**src/rtl/bk_pkg.sv**
```systemverilog
package bk_pkg;

   // true when n is a power of two not below 2
   function automatic bit bk_pow2(input int n);
      return (n >= 2) && ((n & (n - 1)) == 0);
   endfunction

   // merge levels of the Brent-Kung network for width n
   function automatic int bk_levels(input int n);
      return 2 * $clog2(n) - 1;
   endfunction

endpackage

```
**src/rtl/bk_pg_stage.sv**
```systemverilog
module bk_pg_stage #(
   parameter int W = 16
) (
   input  logic [W-1:0] x_i,
   input  logic [W-1:0] y_i,
   input  logic         cin_i,
   output logic [W-1:0] p_o,
   output logic [W-1:0] g_o
);

   always_comb begin
      p_o    = x_i ^ y_i;
      g_o    = x_i & y_i;
      g_o[0] = (x_i[0] & y_i[0]) | ((x_i[0] ^ y_i[0]) & cin_i);
   end

   // above bit 0 a position never both propagates and generates
   always_comb begin
      for (int m = 1; m < W; m++) begin
         pg_excl_chk: assert (!(p_o[m] && g_o[m]))
            else $error("bit %0d both propagates and generates", m);
      end
   end

endmodule

```
**src/rtl/bk_carry_op.sv**
```systemverilog
module bk_carry_op (
   input  logic p_hi_i,
   input  logic g_hi_i,
   input  logic p_lo_i,
   input  logic g_lo_i,
   output logic p_o,
   output logic g_o
);

   assign p_o = p_hi_i & p_lo_i;
   assign g_o = g_hi_i | (p_hi_i & g_lo_i);

   // a span that only passes a carry hands on the lower span's generate
   always_comb begin
      if (p_hi_i && !g_hi_i) begin
         span_pass_chk: assert (g_o == g_lo_i)
            else $error("merged generate differs from lower span");
      end
   end

endmodule

```
**src/rtl/bk_prefix_tree.sv**
```systemverilog
module bk_prefix_tree
   import bk_pkg::*;
#(
   parameter int W = 16
) (
   input  logic [W-1:0] p_i,
   input  logic [W-1:0] g_i,
   output logic [W-1:0] c_o
);

   localparam int LV = $clog2(W);
   localparam int ST = bk_levels(W);

   wire [W-1:0] pw [0:ST];
   wire [W-1:0] gw [0:ST];

   assign pw[0] = p_i;
   assign gw[0] = g_i;

   // forward reduction: pairing factor two
   for (genvar lv = 1; lv <= LV; lv++) begin : g_fwd
      localparam int SP = 1 << lv;
      localparam int HF = 1 << (lv - 1);
      for (genvar i = 0; i < W; i++) begin : g_bit
         if (((i + 1) % SP) == 0) begin : g_op
            bk_carry_op u_op (
               .p_hi_i (pw[lv-1][i]),
               .g_hi_i (gw[lv-1][i]),
               .p_lo_i (pw[lv-1][i-HF]),
               .g_lo_i (gw[lv-1][i-HF]),
               .p_o    (pw[lv][i]),
               .g_o    (gw[lv][i])
            );
         end else begin : g_pass
            assign pw[lv][i] = pw[lv-1][i];
            assign gw[lv][i] = gw[lv-1][i];
         end
      end
   end

   // back-propagation subtrees fill the remaining prefixes
   for (genvar bl = 1; bl < LV; bl++) begin : g_bwd
      localparam int STG = LV + bl;
      localparam int SP  = 1 << (LV - bl);
      localparam int HF  = SP / 2;
      for (genvar i = 0; i < W; i++) begin : g_bit
         if ((((i + 1) % SP) == HF) && (i >= SP)) begin : g_op
            bk_carry_op u_op (
               .p_hi_i (pw[STG-1][i]),
               .g_hi_i (gw[STG-1][i]),
               .p_lo_i (pw[STG-1][i-HF]),
               .g_lo_i (gw[STG-1][i-HF]),
               .p_o    (pw[STG][i]),
               .g_o    (gw[STG][i])
            );
         end else begin : g_pass
            assign pw[STG][i] = pw[STG-1][i];
            assign gw[STG][i] = gw[STG-1][i];
         end
      end
   end

   assign c_o = gw[ST];

   // with every upper bit propagating, the top carry is bit 0's generate
   always_comb begin
      if (&p_i[W-1:1]) begin
         full_prop_chk: assert (c_o[W-1] == g_i[0])
            else $error("carry did not cross a fully propagating word");
      end
   end

endmodule

```
**src/rtl/bk_sum_stage.sv**
```systemverilog
module bk_sum_stage #(
   parameter int W = 16
) (
   input  logic [W-1:0] p_i,
   input  logic [W-1:0] cy_i,
   output logic [W-1:0] s_o
);

   for (genvar m = 0; m < W; m++) begin : g_sum
      assign s_o[m] = p_i[m] ^ cy_i[m];
   end

endmodule

```
**src/rtl/bk_adder.sv**
```systemverilog
module bk_adder
   import bk_pkg::*;
#(
   parameter int W = 16
) (
   input  logic [W-1:0] x_i,
   input  logic [W-1:0] y_i,
   input  logic         cin_i,
   output logic [W-1:0] sum_o,
   output logic         cout_o
);

   if (!bk_pow2(W)) begin : g_bad_width
      $error("bk_adder: W=%0d must be a power of two not below 2", W);
   end

   logic [W-1:0] prop, gen, pref, cin_vec;

   bk_pg_stage #(.W(W)) u_pg (
      .x_i   (x_i),
      .y_i   (y_i),
      .cin_i (cin_i),
      .p_o   (prop),
      .g_o   (gen)
   );

   bk_prefix_tree #(.W(W)) u_tree (
      .p_i (prop),
      .g_i (gen),
      .c_o (pref)
   );

   assign cin_vec = {pref[W-2:0], cin_i};
   assign cout_o  = pref[W-1];

   bk_sum_stage #(.W(W)) u_sum (
      .p_i  (prop),
      .cy_i (cin_vec),
      .s_o  (sum_o)
   );


   always_comb begin
      sum_total_chk: assert ({cout_o, sum_o} ==
                             ((W+1)'(x_i) + (W+1)'(y_i) + (W+1)'(cin_i)))
         else $error("sum mismatch");
   end

endmodule

```
**config.mk**
```make
export PLATFORM = sky130hd
export DESIGN_NAME = bk_adder
export DESIGN_NICKNAME = d
export VERILOG_FILES = /design/src/rtl/bk_pkg.sv /design/src/rtl/bk_pg_stage.sv /design/src/rtl/bk_carry_op.sv /design/src/rtl/bk_prefix_tree.sv /design/src/rtl/bk_sum_stage.sv /design/src/rtl/bk_adder.sv
export SDC_FILE = /design/constraint.sdc
export NUM_CORES = 1
export LEC_CHECK = 0
export ABC_CLOCK_PERIOD_IN_PS = 6000
export BUFFER_PORTS_ARGS = -buffer_cell sky130_fd_sc_hd__buf_4
export CAP_MARGIN = 20
export CORE_MARGIN = 4
export CORE_UTILIZATION = 46
export DETAILED_ROUTE_END_ITERATION = 7
export GPL_TIMING_DRIVEN = 0
export MAX_ROUTING_LAYER = met4
export PLACE_DENSITY = 0.91
export SLEW_MARGIN = 20
export SYNTH_ARGS = -nofsm -noshare
export SYNTH_HDL_FRONTEND = slang
export SYNTH_SLANG_ARGS = --single-unit
```
**constraint.sdc**
```tcl
create_clock -name vclk -period 6
set_clock_uncertainty 0.2 [all_clocks]
set_input_delay 0.3 -clock vclk [all_inputs]
set_output_delay 0.3 -clock vclk [all_outputs]
set_load 0.005 [all_outputs]
```
Yosys cells after proc, flatten, opt, wreduce, memory -nomap -nowiden
Index checks and enable logic that the tools add are counted.
Word-level totals
  register bits: 0
  input bits: 33
  output and inout port bits: 17
Cells by class
  bitwise logic cells: 85
Operator list (number)
  1-bit AND: 39
  1-bit bitwise OR: 27
  1-bit XOR: 17
  16-bit AND: 1
  16-bit XOR: 1

Longest topological paths before layout
Gate-level depths: netlist (run 1).
  depth after elaboration: 16
  gate-level depth with buffers: 10
  depth with buffers taken out: 10

Modules after synthesis
A second synthesis (run 1) with hierarchy kept.
Unflattened totals
  cell total of the unflattened synthesis: 101
  area total of the unflattened synthesis: 825.8 µm²
By module, submodules not included
  bk_carry_op: instances 26, cells each 2, area each 13.8 µm², seq. area each 0.0 µm²
  bk_pg_stage: instances 1, cells each 17, area each 207.7 µm², seq. area each 0.0 µm²
  bk_sum_stage: instances 1, cells each 16, area each 140.1 µm², seq. area each 0.0 µm²
  bk_prefix_tree: instances 1, cells each 16, area each 120.1 µm², seq. area each 0.0 µm²

Worst setup path after synthesis (run 1)
Ideal clock, no wire load.
  path kind: input-to-output
  start point: input port x_i[0]
  end point: output port sum_o[15]
  arrival time: 2.240 ns
  data required time: 5.500 ns
  path slack: 3.260 ns
  stages on the path: 10
  buffers on the path: 0
  cell sequence: inv_1 > fa_1 > inv_1 > fa_1 > a211oi_2 > o211ai_2 > a41oi_2 > a21oi_1 > fa_1 > xor2_1
On the way
  word-level cells in the longest chain between the ends: 16
  elaborated cells between the ends (all ways): 17
  those cells by class: bitwise (17)
RTL lines
  from (decl): line bk_adder.sv:6  | input logic [W-1:0] x_i,
  1-bit XOR: line bk_pg_stage.sv:14  | g_o[0] = (x_i[0] & y_i[0]) | ((x_i[0] ^ y_i[0]) & cin_i);
  1-bit AND: line bk_pg_stage.sv:14
  1-bit bitwise OR (*): line bk_pg_stage.sv:14
  1-bit AND (*): line bk_carry_op.sv:11  | assign g_o = g_hi_i | (p_hi_i & g_lo_i);
  1-bit bitwise OR (*): line bk_carry_op.sv:11
  1-bit AND (*): line bk_carry_op.sv:11
  1-bit bitwise OR (*): line bk_carry_op.sv:11
  1-bit AND (*): line bk_carry_op.sv:11
  1-bit bitwise OR (*): line bk_carry_op.sv:11
  1-bit AND (*): line bk_carry_op.sv:11
  1-bit bitwise OR (*): line bk_carry_op.sv:11
  1-bit AND (*): line bk_carry_op.sv:11
  1-bit bitwise OR (*): line bk_carry_op.sv:11
  1-bit AND (*): line bk_carry_op.sv:11
  1-bit bitwise OR (*): line bk_carry_op.sv:11
  1-bit XOR (*): line bk_sum_stage.sv:10  | assign s_o[m] = p_i[m] ^ cy_i[m];
  to (decl): line bk_adder.sv:9  | output logic [W-1:0] sum_o,
Mark *: on every way between the ends. The rest lies on a longest branch, timed or not.

Final worst setup path (run 1)
Same ends and word-level chain as after synthesis.

==> results.txt, run 1 <==
- The run finished with clean final reports.
* Count of filler cells inserted in the layout: 88
* Synth cell types: 19
* Area occupied by registers: 0 um^2
- The final-report hold violation count was 0.
- Gate count of the mapped netlist: 73
- Setup violations, final: 0
- Post-CTS Setup Inserts: 0
- Hold repair after CTS inserted 0 buffers.
- Commonest cells after routing, fill and taps aside: 50 x sky130_fd_sc_hd__buf_4, 14 x sky130_fd_sc_hd__inv_1, 14 x sky130_fd_sc_hd__ha_1
- Cells with a size suffix above 1 make up 45.53% of the layout.
* Ant diodes: 0
- Across all layers, the routed design uses 716 vias.
* Starting utilization of the core area: 50.09%
- After layout, the worst path uses 51.94% of the clock period.
- Post-route DRC: 0
* Proportion of synthesized chip area in sequential cells: 0%
- Setup Crit Path Kind: input pin to primary output
* Routed wirelength normalized by instance count: 11.72 um
* Area of the mapped netlist: 668.1 um^2
- Critical Path Start Type: input pin
* Leading post-synthesis cells by cell area: sky130_fd_sc_hd__fa_1 27%, sky130_fd_sc_hd__ha_1 26%, sky130_fd_sc_hd__inv_1 7.9%
- Count of warnings emitted by yosys: 0
- Iteration-0 DRC count of the detailed router: 2
* DPL Wire Length: 1604 um
* VDD IR-drop max: 0.06770 mV
* Leak Pwr: 0.5892 nW
- The area growth from synthesis to layout is 58.99%.
- Total non-filler cell area in the finished layout: 0.001062 mm^2
- The initialized floorplan defines 13 standard-cell rows.
* Sum of overflow across all layers after global routing: 0
* Top-area cell type share of the netlist area: 26.97%
* Die area: 0.002126 mm^2
- Worst Tran Pin Value: 257.5 ps
- Measured along the y axis, the die boundary spans 46.11 um.
- The via count of the first global-routing pass is 715.
- Number of placed I/O pins: 50
- STA puts the critical path data required time at 5500 ps.
- Number of nets still failing antenna checks after routing: 0
* Core area: 0.001334 mm^2
- Net count after synthesis: 129
* CP arrival: 2620 ps
- Horizontal die dimension: 46.11 um
* Dominant cell type by area after synthesis: sky130_fd_sc_hd__fa_1
- F_max: 0.3209 GHz
* Overall routing resource usage: 17.42%
* Number of gates resized after CTS: 0
- Routed via count divided by cell count: 5.188
* Endpoint class of the critical path: primary output
- Total Negative Setup Slacks: 0 ps
- Routability-driven placement finished with a final weighted congestion of 0.7537.
* Setup repair after global routing missed its margin: false
- Total power per unit cell area: 111.2 mW/mm^2
- The final layout contains 181 nets.
* Number of violations of the max-capacitance limit: 0
- Total of buffers placed on input and output ports: 50
* Time the worst path needs with I/O delays and setup: 3117 ps
* Maximum number of pins on one net before global-route repair: 5
* Total number of sequential cells: 0
- Wires add up to 1617 um.
* Hold slack final: 737.5 ps
- In this run the tightest slew margin relative to its limit is 82.73%.
- The initial antenna violation count was 0.
* Count of clock buffers in the final design: 0
- The first global-routing pass estimated 2773 um of wire.
* Post-placement cell area: 0.001062 mm^2
- Of all nets on the critical path, the largest fanout is 3.
- Each instance of the synthesized netlist takes up on average 9.153 um^2.
* Detailed-router iteration count before antenna repair: 4
- Worst hold path class: input pin to primary output
* Commonest non-fill, non-tap cell in the layout: sky130_fd_sc_hd__buf_4
* Total area of multi-input combinational cells: 615.6 um^2
- The final-report max-slew violation count is 0.
power breakdown:
part           total, mW  internal, mW  switching [mW]
clock network          0             0               0
registers              0             0               0
logic              0.118        0.0693          0.0489
synth_stat cells:
master                     instances
sky130_fd_sc_hd__ha_1             14
sky130_fd_sc_hd__a211oi_1          1
sky130_fd_sc_hd__o21ai_0           3
sky130_fd_sc_hd__a21o_2            1
sky130_fd_sc_hd__nor2_1            3
sky130_fd_sc_hd__a21oi_1           5
sky130_fd_sc_hd__nor3_1            1
sky130_fd_sc_hd__o21a_1            3
sky130_fd_sc_hd__a22oi_2           1
sky130_fd_sc_hd__xnor2_1           2
sky130_fd_sc_hd__a41oi_2           1
sky130_fd_sc_hd__nand2_1           4
sky130_fd_sc_hd__o211ai_1          1
sky130_fd_sc_hd__xor2_1            5
sky130_fd_sc_hd__a211oi_2          1
sky130_fd_sc_hd__o211ai_2          2
sky130_fd_sc_hd__fa_1              9
sky130_fd_sc_hd__a21o_1            2
sky130_fd_sc_hd__inv_1            14
through the flow:
stage          total power [mW]  worst slack, ps  instances  util [%]
6_report                 0.1181             2883        138     79.64
5_1_grt                  0.1337             2705        138     79.64
4_1_cts                  0.1209             2849        138     79.64
3_5_place_dp             0.1205             2849        138     79.64
3_3_place_gp             0.1156             2917        138     79.64
2_1_floorplan           0.05675             3260         73         -
worst max-delay path: stages:
cell and delay, ps:
sky130_fd_sc_hd__buf_4 110, sky130_fd_sc_hd__inv_1 70, sky130_fd_sc_hd__fa_1 170, sky130_fd_sc_hd__inv_1 50
sky130_fd_sc_hd__fa_1 410, sky130_fd_sc_hd__a211oi_2 300, sky130_fd_sc_hd__o211ai_2 130, sky130_fd_sc_hd__a41oi_2 270
sky130_fd_sc_hd__a21oi_1 130, sky130_fd_sc_hd__fa_1 380, sky130_fd_sc_hd__xor2_1 170, sky130_fd_sc_hd__buf_4 130
cells by family after synthesis:
family / count (synthesis) / share of synthesized area [%]
compound gates: 21 / 25.09
buf+inv: 14 / 7.865
fa+ha+maj: 23 / 53.18
xor+xnor: 7 / 9.176
simple gates: 8 / 4.680
path summary, 6_finish.rpt:
| kind | start | end | slack [ps] | cells after the start |
|---|---|---|---|---|
| setup / recovery | x_i[0] | sum_o[15] | 2880 | 12 |
| hold / removal | y_i[1] | sum_o[1] | 740 | 3 |
layout make-up:
cell class         instances  area share (%)
multi-input cells         59           57.95
repair buffers            50           35.34
inverters                 14           4.947
well taps                 15           1.767
routing by layer:
layer | wire [um] | GRT usage [%] | part of all wire, %
met3 | 143 | 1.172 | 8.8
met4 | 0 | 0 | 0
met2 | 966 | 35.99 | 60
met5 | 0 | - | 0
met1 | 507 | 18.53 | 31
Power figures use the tool's default switching activity.
==> run 2, diff against run 1 <==
- ABC_AREA: default -> 1
- ABC_CLOCK_PERIOD_IN_PS: 6000 -> 2500
- CORE_UTILIZATION: 46 -> 39
- PLACE_DENSITY: 0.91 -> 0.82
- clock period: 6 -> 2.5 ns (I/O delays scaled with it)
==> run 2 against run 1 <==
  * Die area rose by 17%
  * Worst setup slack got worse by 2800 ps
  * First-iteration DRC count rose by 50%
  * Synthesized area rose by 2.6%
  * Highest routed layer unchanged
  * Largest power group unchanged
  * Sequential share of layout area did not move
  * Critical path type unchanged
  * Global-route usage fell by 5.0 points
  * Routed wire length rose by 4.4%
  * Non-clock buffer count rose by 2
  * Via count fell by 3.5%
==> results.txt, run 2 <==
* Iteration-0 DRC count of the detailed router: 3 (was 2)
* Total power per unit cell area: 264.6 mW/mm^2 (was 111.2 mW/mm^2)
* Initial antenna violation count: 0 (unchanged)
- The final-report max-slew violation count is 0 (unchanged).
- Proportion of synthesized chip area in sequential cells: 0% (unchanged)
* Setup slack at placement: -57.94 ps (was 2849 ps)
- The antenna diode count is 0 (unchanged).
- Number of nets still failing antenna checks after routing: 0 (unchanged)
- Count of warnings emitted by yosys: 0 (unchanged)
- The layout-stage area growth over the synthesis result came to 64.96% (was 58.99%).
- Overall power after layout: 0.2993 mW (was 0.1181 mW)
* Core area: 0.001577 mm^2 (was 0.001334 mm^2)
* Number of violations of the max-capacitance limit: 0 (unchanged)
- The cell area reported after detailed placement came to 0.001081 mm^2 (was 0.001062 mm^2).
- Count of clock buffers in the final design: 0 (unchanged)
- Area of the mapped netlist: 685.7 um^2 (was 668.1 um^2)
* Detailed-router iteration count before antenna repair: 4 (unchanged)
* Most frequent cells after synthesis: 18 x sky130_fd_sc_hd__inv_1, 14 x sky130_fd_sc_hd__ha_1, 13 x sky130_fd_sc_hd__nand2_1 (was 14 x sky130_fd_sc_hd__ha_1, 14 x sky130_fd_sc_hd__inv_1, 9 x sky130_fd_sc_hd__fa_1)
- The transition time at the pin with the least slew margin came to 213.0 ps (was 257.5 ps).
- Sum of overflow across all layers after global routing: 0 (unchanged)
- Area occupied by registers: 0 um^2 (unchanged)
- By instance count, the leading cell after synthesis is sky130_fd_sc_hd__inv_1.
- The kind of path behind the tightest hold check was input pin to primary output (unchanged).
- Leading post-synthesis cells by cell area: sky130_fd_sc_hd__fa_1 26%, sky130_fd_sc_hd__ha_1 26%, sky130_fd_sc_hd__inv_1 9.9% (was sky130_fd_sc_hd__fa_1 27%, sky130_fd_sc_hd__ha_1 26%, sky130_fd_sc_hd__inv_1 7.9%)
* Fraction of final layout cells sized beyond drive strength 1: 53.73% (was 45.53%)
* Critical Path Start Type: input pin (unchanged)
- The number of top-level design ports is 50 (unchanged).
- Timing would allow up to 0.4194 GHz.
- The total routing usage reported by global routing was 12.44% (was 17.42%).
- Global-route wire length before repair: 2559 um (was 2773 um)
- Routed wirelength normalized by instance count: 11.25 um (was 11.72 um)
- The final-report hold violation count came to 0 (unchanged).
* Routed via count divided by cell count: 4.607 (was 5.188)
- The setup total negative slack came to 0 ps (unchanged).
- Endpoint class of the critical path: primary output (unchanged)
* Crit path setup slack, layout: 115.4 ps (was 2883 ps)
- Die Ht: 49.93 um (was 46.11 um)
- Total number of sequential cells: 0 (unchanged)
- Cell Count Post-Placement: 148 (was 138)
- The die span in x came to 49.93 um (was 46.11 um).
- The maximum fanout along the worst path was 3 (unchanged).
* Top-area cell type share of the netlist area: 26.28% (was 26.97%)
- Result of the run: completed (unchanged).
- The number of remaining DRC errors came to 0 (unchanged).
* VDD IR-drop max: 0.1452 mV (was 0.06770 mV)
- The cts-stage hold buffer count was 0 (unchanged).
- Routed WL: 1688 um (was 1617 um)
* Total of buffers placed on input and output ports: 50 (unchanged)
* Maximum number of pins on one net before global-route repair: 5 (unchanged)
- Of the available clock period, the critical path in the final layout requires 95.38%.
* Synth cell types: 19 (unchanged)
- Setup violations, final: 0 (unchanged)
- The worst path needs 2385 ps of the cycle, external delays included.
* Leak Pwr: 0.6449 nW (was 0.5892 nW)
* Post-Syn Area per Cell: 8.362 um^2 (was 9.153 um^2)
- Dominant cell type by area after synthesis: sky130_fd_sc_hd__fa_1 (unchanged)
- The starting utilization of the core area was 43.49% (was 50.09%).
- The worst endpoint required time is 2170 ps (was 5500 ps).
- Commonest cells after routing, fill and taps aside: 48 x sky130_fd_sc_hd__buf_4, 14 x sky130_fd_sc_hd__inv_1, 14 x sky130_fd_sc_hd__ha_1 (was 50 x sky130_fd_sc_hd__buf_4, 14 x sky130_fd_sc_hd__inv_1, 14 x sky130_fd_sc_hd__ha_1).
- The standard-cell row count came to 14 (was 13).
- Number of global-route vias before repair: 627 (was 715)
* Final weighted congestion of routability-driven global placement: 0.6518 (was 0.7537)
* Fin nets: 192 (was 181)
- The classification of the worst setup path was input pin to primary output (unchanged).
* Die area: 0.002493 mm^2 (was 0.002126 mm^2)
* Total non-filler cell area in the finished layout: 0.001131 mm^2 (was 0.001062 mm^2)
* Gate count of the mapped netlist: 82 (was 73)
* Commonest non-fill, non-tap cell in the layout: sky130_fd_sc_hd__buf_4 (unchanged)
* CP arrival: 2060 ps (was 2620 ps)
- The worst relative slew slack is 85.80% (was 82.73%).
- The total nets after synthesis was 138 (was 129).
- The vias after detailed routing was 691 (was 716).
- The half-perimeter wire length of the detailed placement result was 1504 um (was 1604 um).
* Layout Cells excl Fill: 150 (was 138)
run 2: timing repair:
item | 4_1_cts | 5_1_grt
setup buffers | 1 | 1
pin swaps | 0 | 8
setup endpoints to repair | 2 | 4
gates resized for setup | 1 | 14
run 2: final cells by class:
class	instances	area, um^2
fill	118	445.4
inverter	18	70.07
tap	16	20.02
timing repair buffer	52	405.4
multi-input combinational	64	635.6
run 2: final timing paths:
| kind | end | startpoint | slack, ps | cells after the start |
|---|---|---|---|---|
| worst max-delay path | sum_o[14] | x_i[0] | 120 | 15 |
| worst min-delay path | sum_o[12] | y_i[12] | 390 | 3 |
run 2: cells by family after synthesis:
| group | after synthesis | synth area share, % |
|---|---|---|
| adder cells (fa/ha/maj) | 23 | 51.82 |
| AO/OA/AOI/OAI | 8 | 10.40 |
| AND/OR/NAND/NOR | 26 | 18.98 |
| XOR/XNOR | 7 | 8.942 |
| buffers and inverters | 18 | 9.853 |
run 2: critical path: stages:
cell                      delay, ps
sky130_fd_sc_hd__buf_6          100
sky130_fd_sc_hd__inv_4           40
sky130_fd_sc_hd__fa_2           190
sky130_fd_sc_hd__inv_2           40
sky130_fd_sc_hd__fa_2           370
sky130_fd_sc_hd__nand3_2         80
sky130_fd_sc_hd__nand3_2         80
sky130_fd_sc_hd__nand2_2         90
sky130_fd_sc_hd__nand2_2         60
sky130_fd_sc_hd__nand2_2         70
sky130_fd_sc_hd__nand2_4         60
sky130_fd_sc_hd__nand2_2         70
sky130_fd_sc_hd__nand2_2         60
sky130_fd_sc_hd__fa_2           550
sky130_fd_sc_hd__buf_6           90
run 2: metal layers:
layer	vias up	global-route usage [%]	wire length, um
li1	360	-	-
met1	306	15.12	667
met2	25	23.13	918
met3	0	0.9036	101
met4	0	0.9217	0
met5	-	-	0
run 2: where the power goes:
part	internal (mW)	leakage, nW	switching (mW)
Combinational	0.174	0.645	0.126
Sequential	0	0	0
Clock	0	0	0
run 2: stage by stage:
| step | util [%] | hold WS (ps) |
|---|---|---|
| after floorplan | - | 201.9 |
| after CTS | 69.21 | 380.4 |
| final | 71.75 | 390.9 |
| after global placement | 68.57 | 382.0 |
| after global routing | 71.75 | 405.4 |
| after detailed placement | 68.57 | 380.4 |
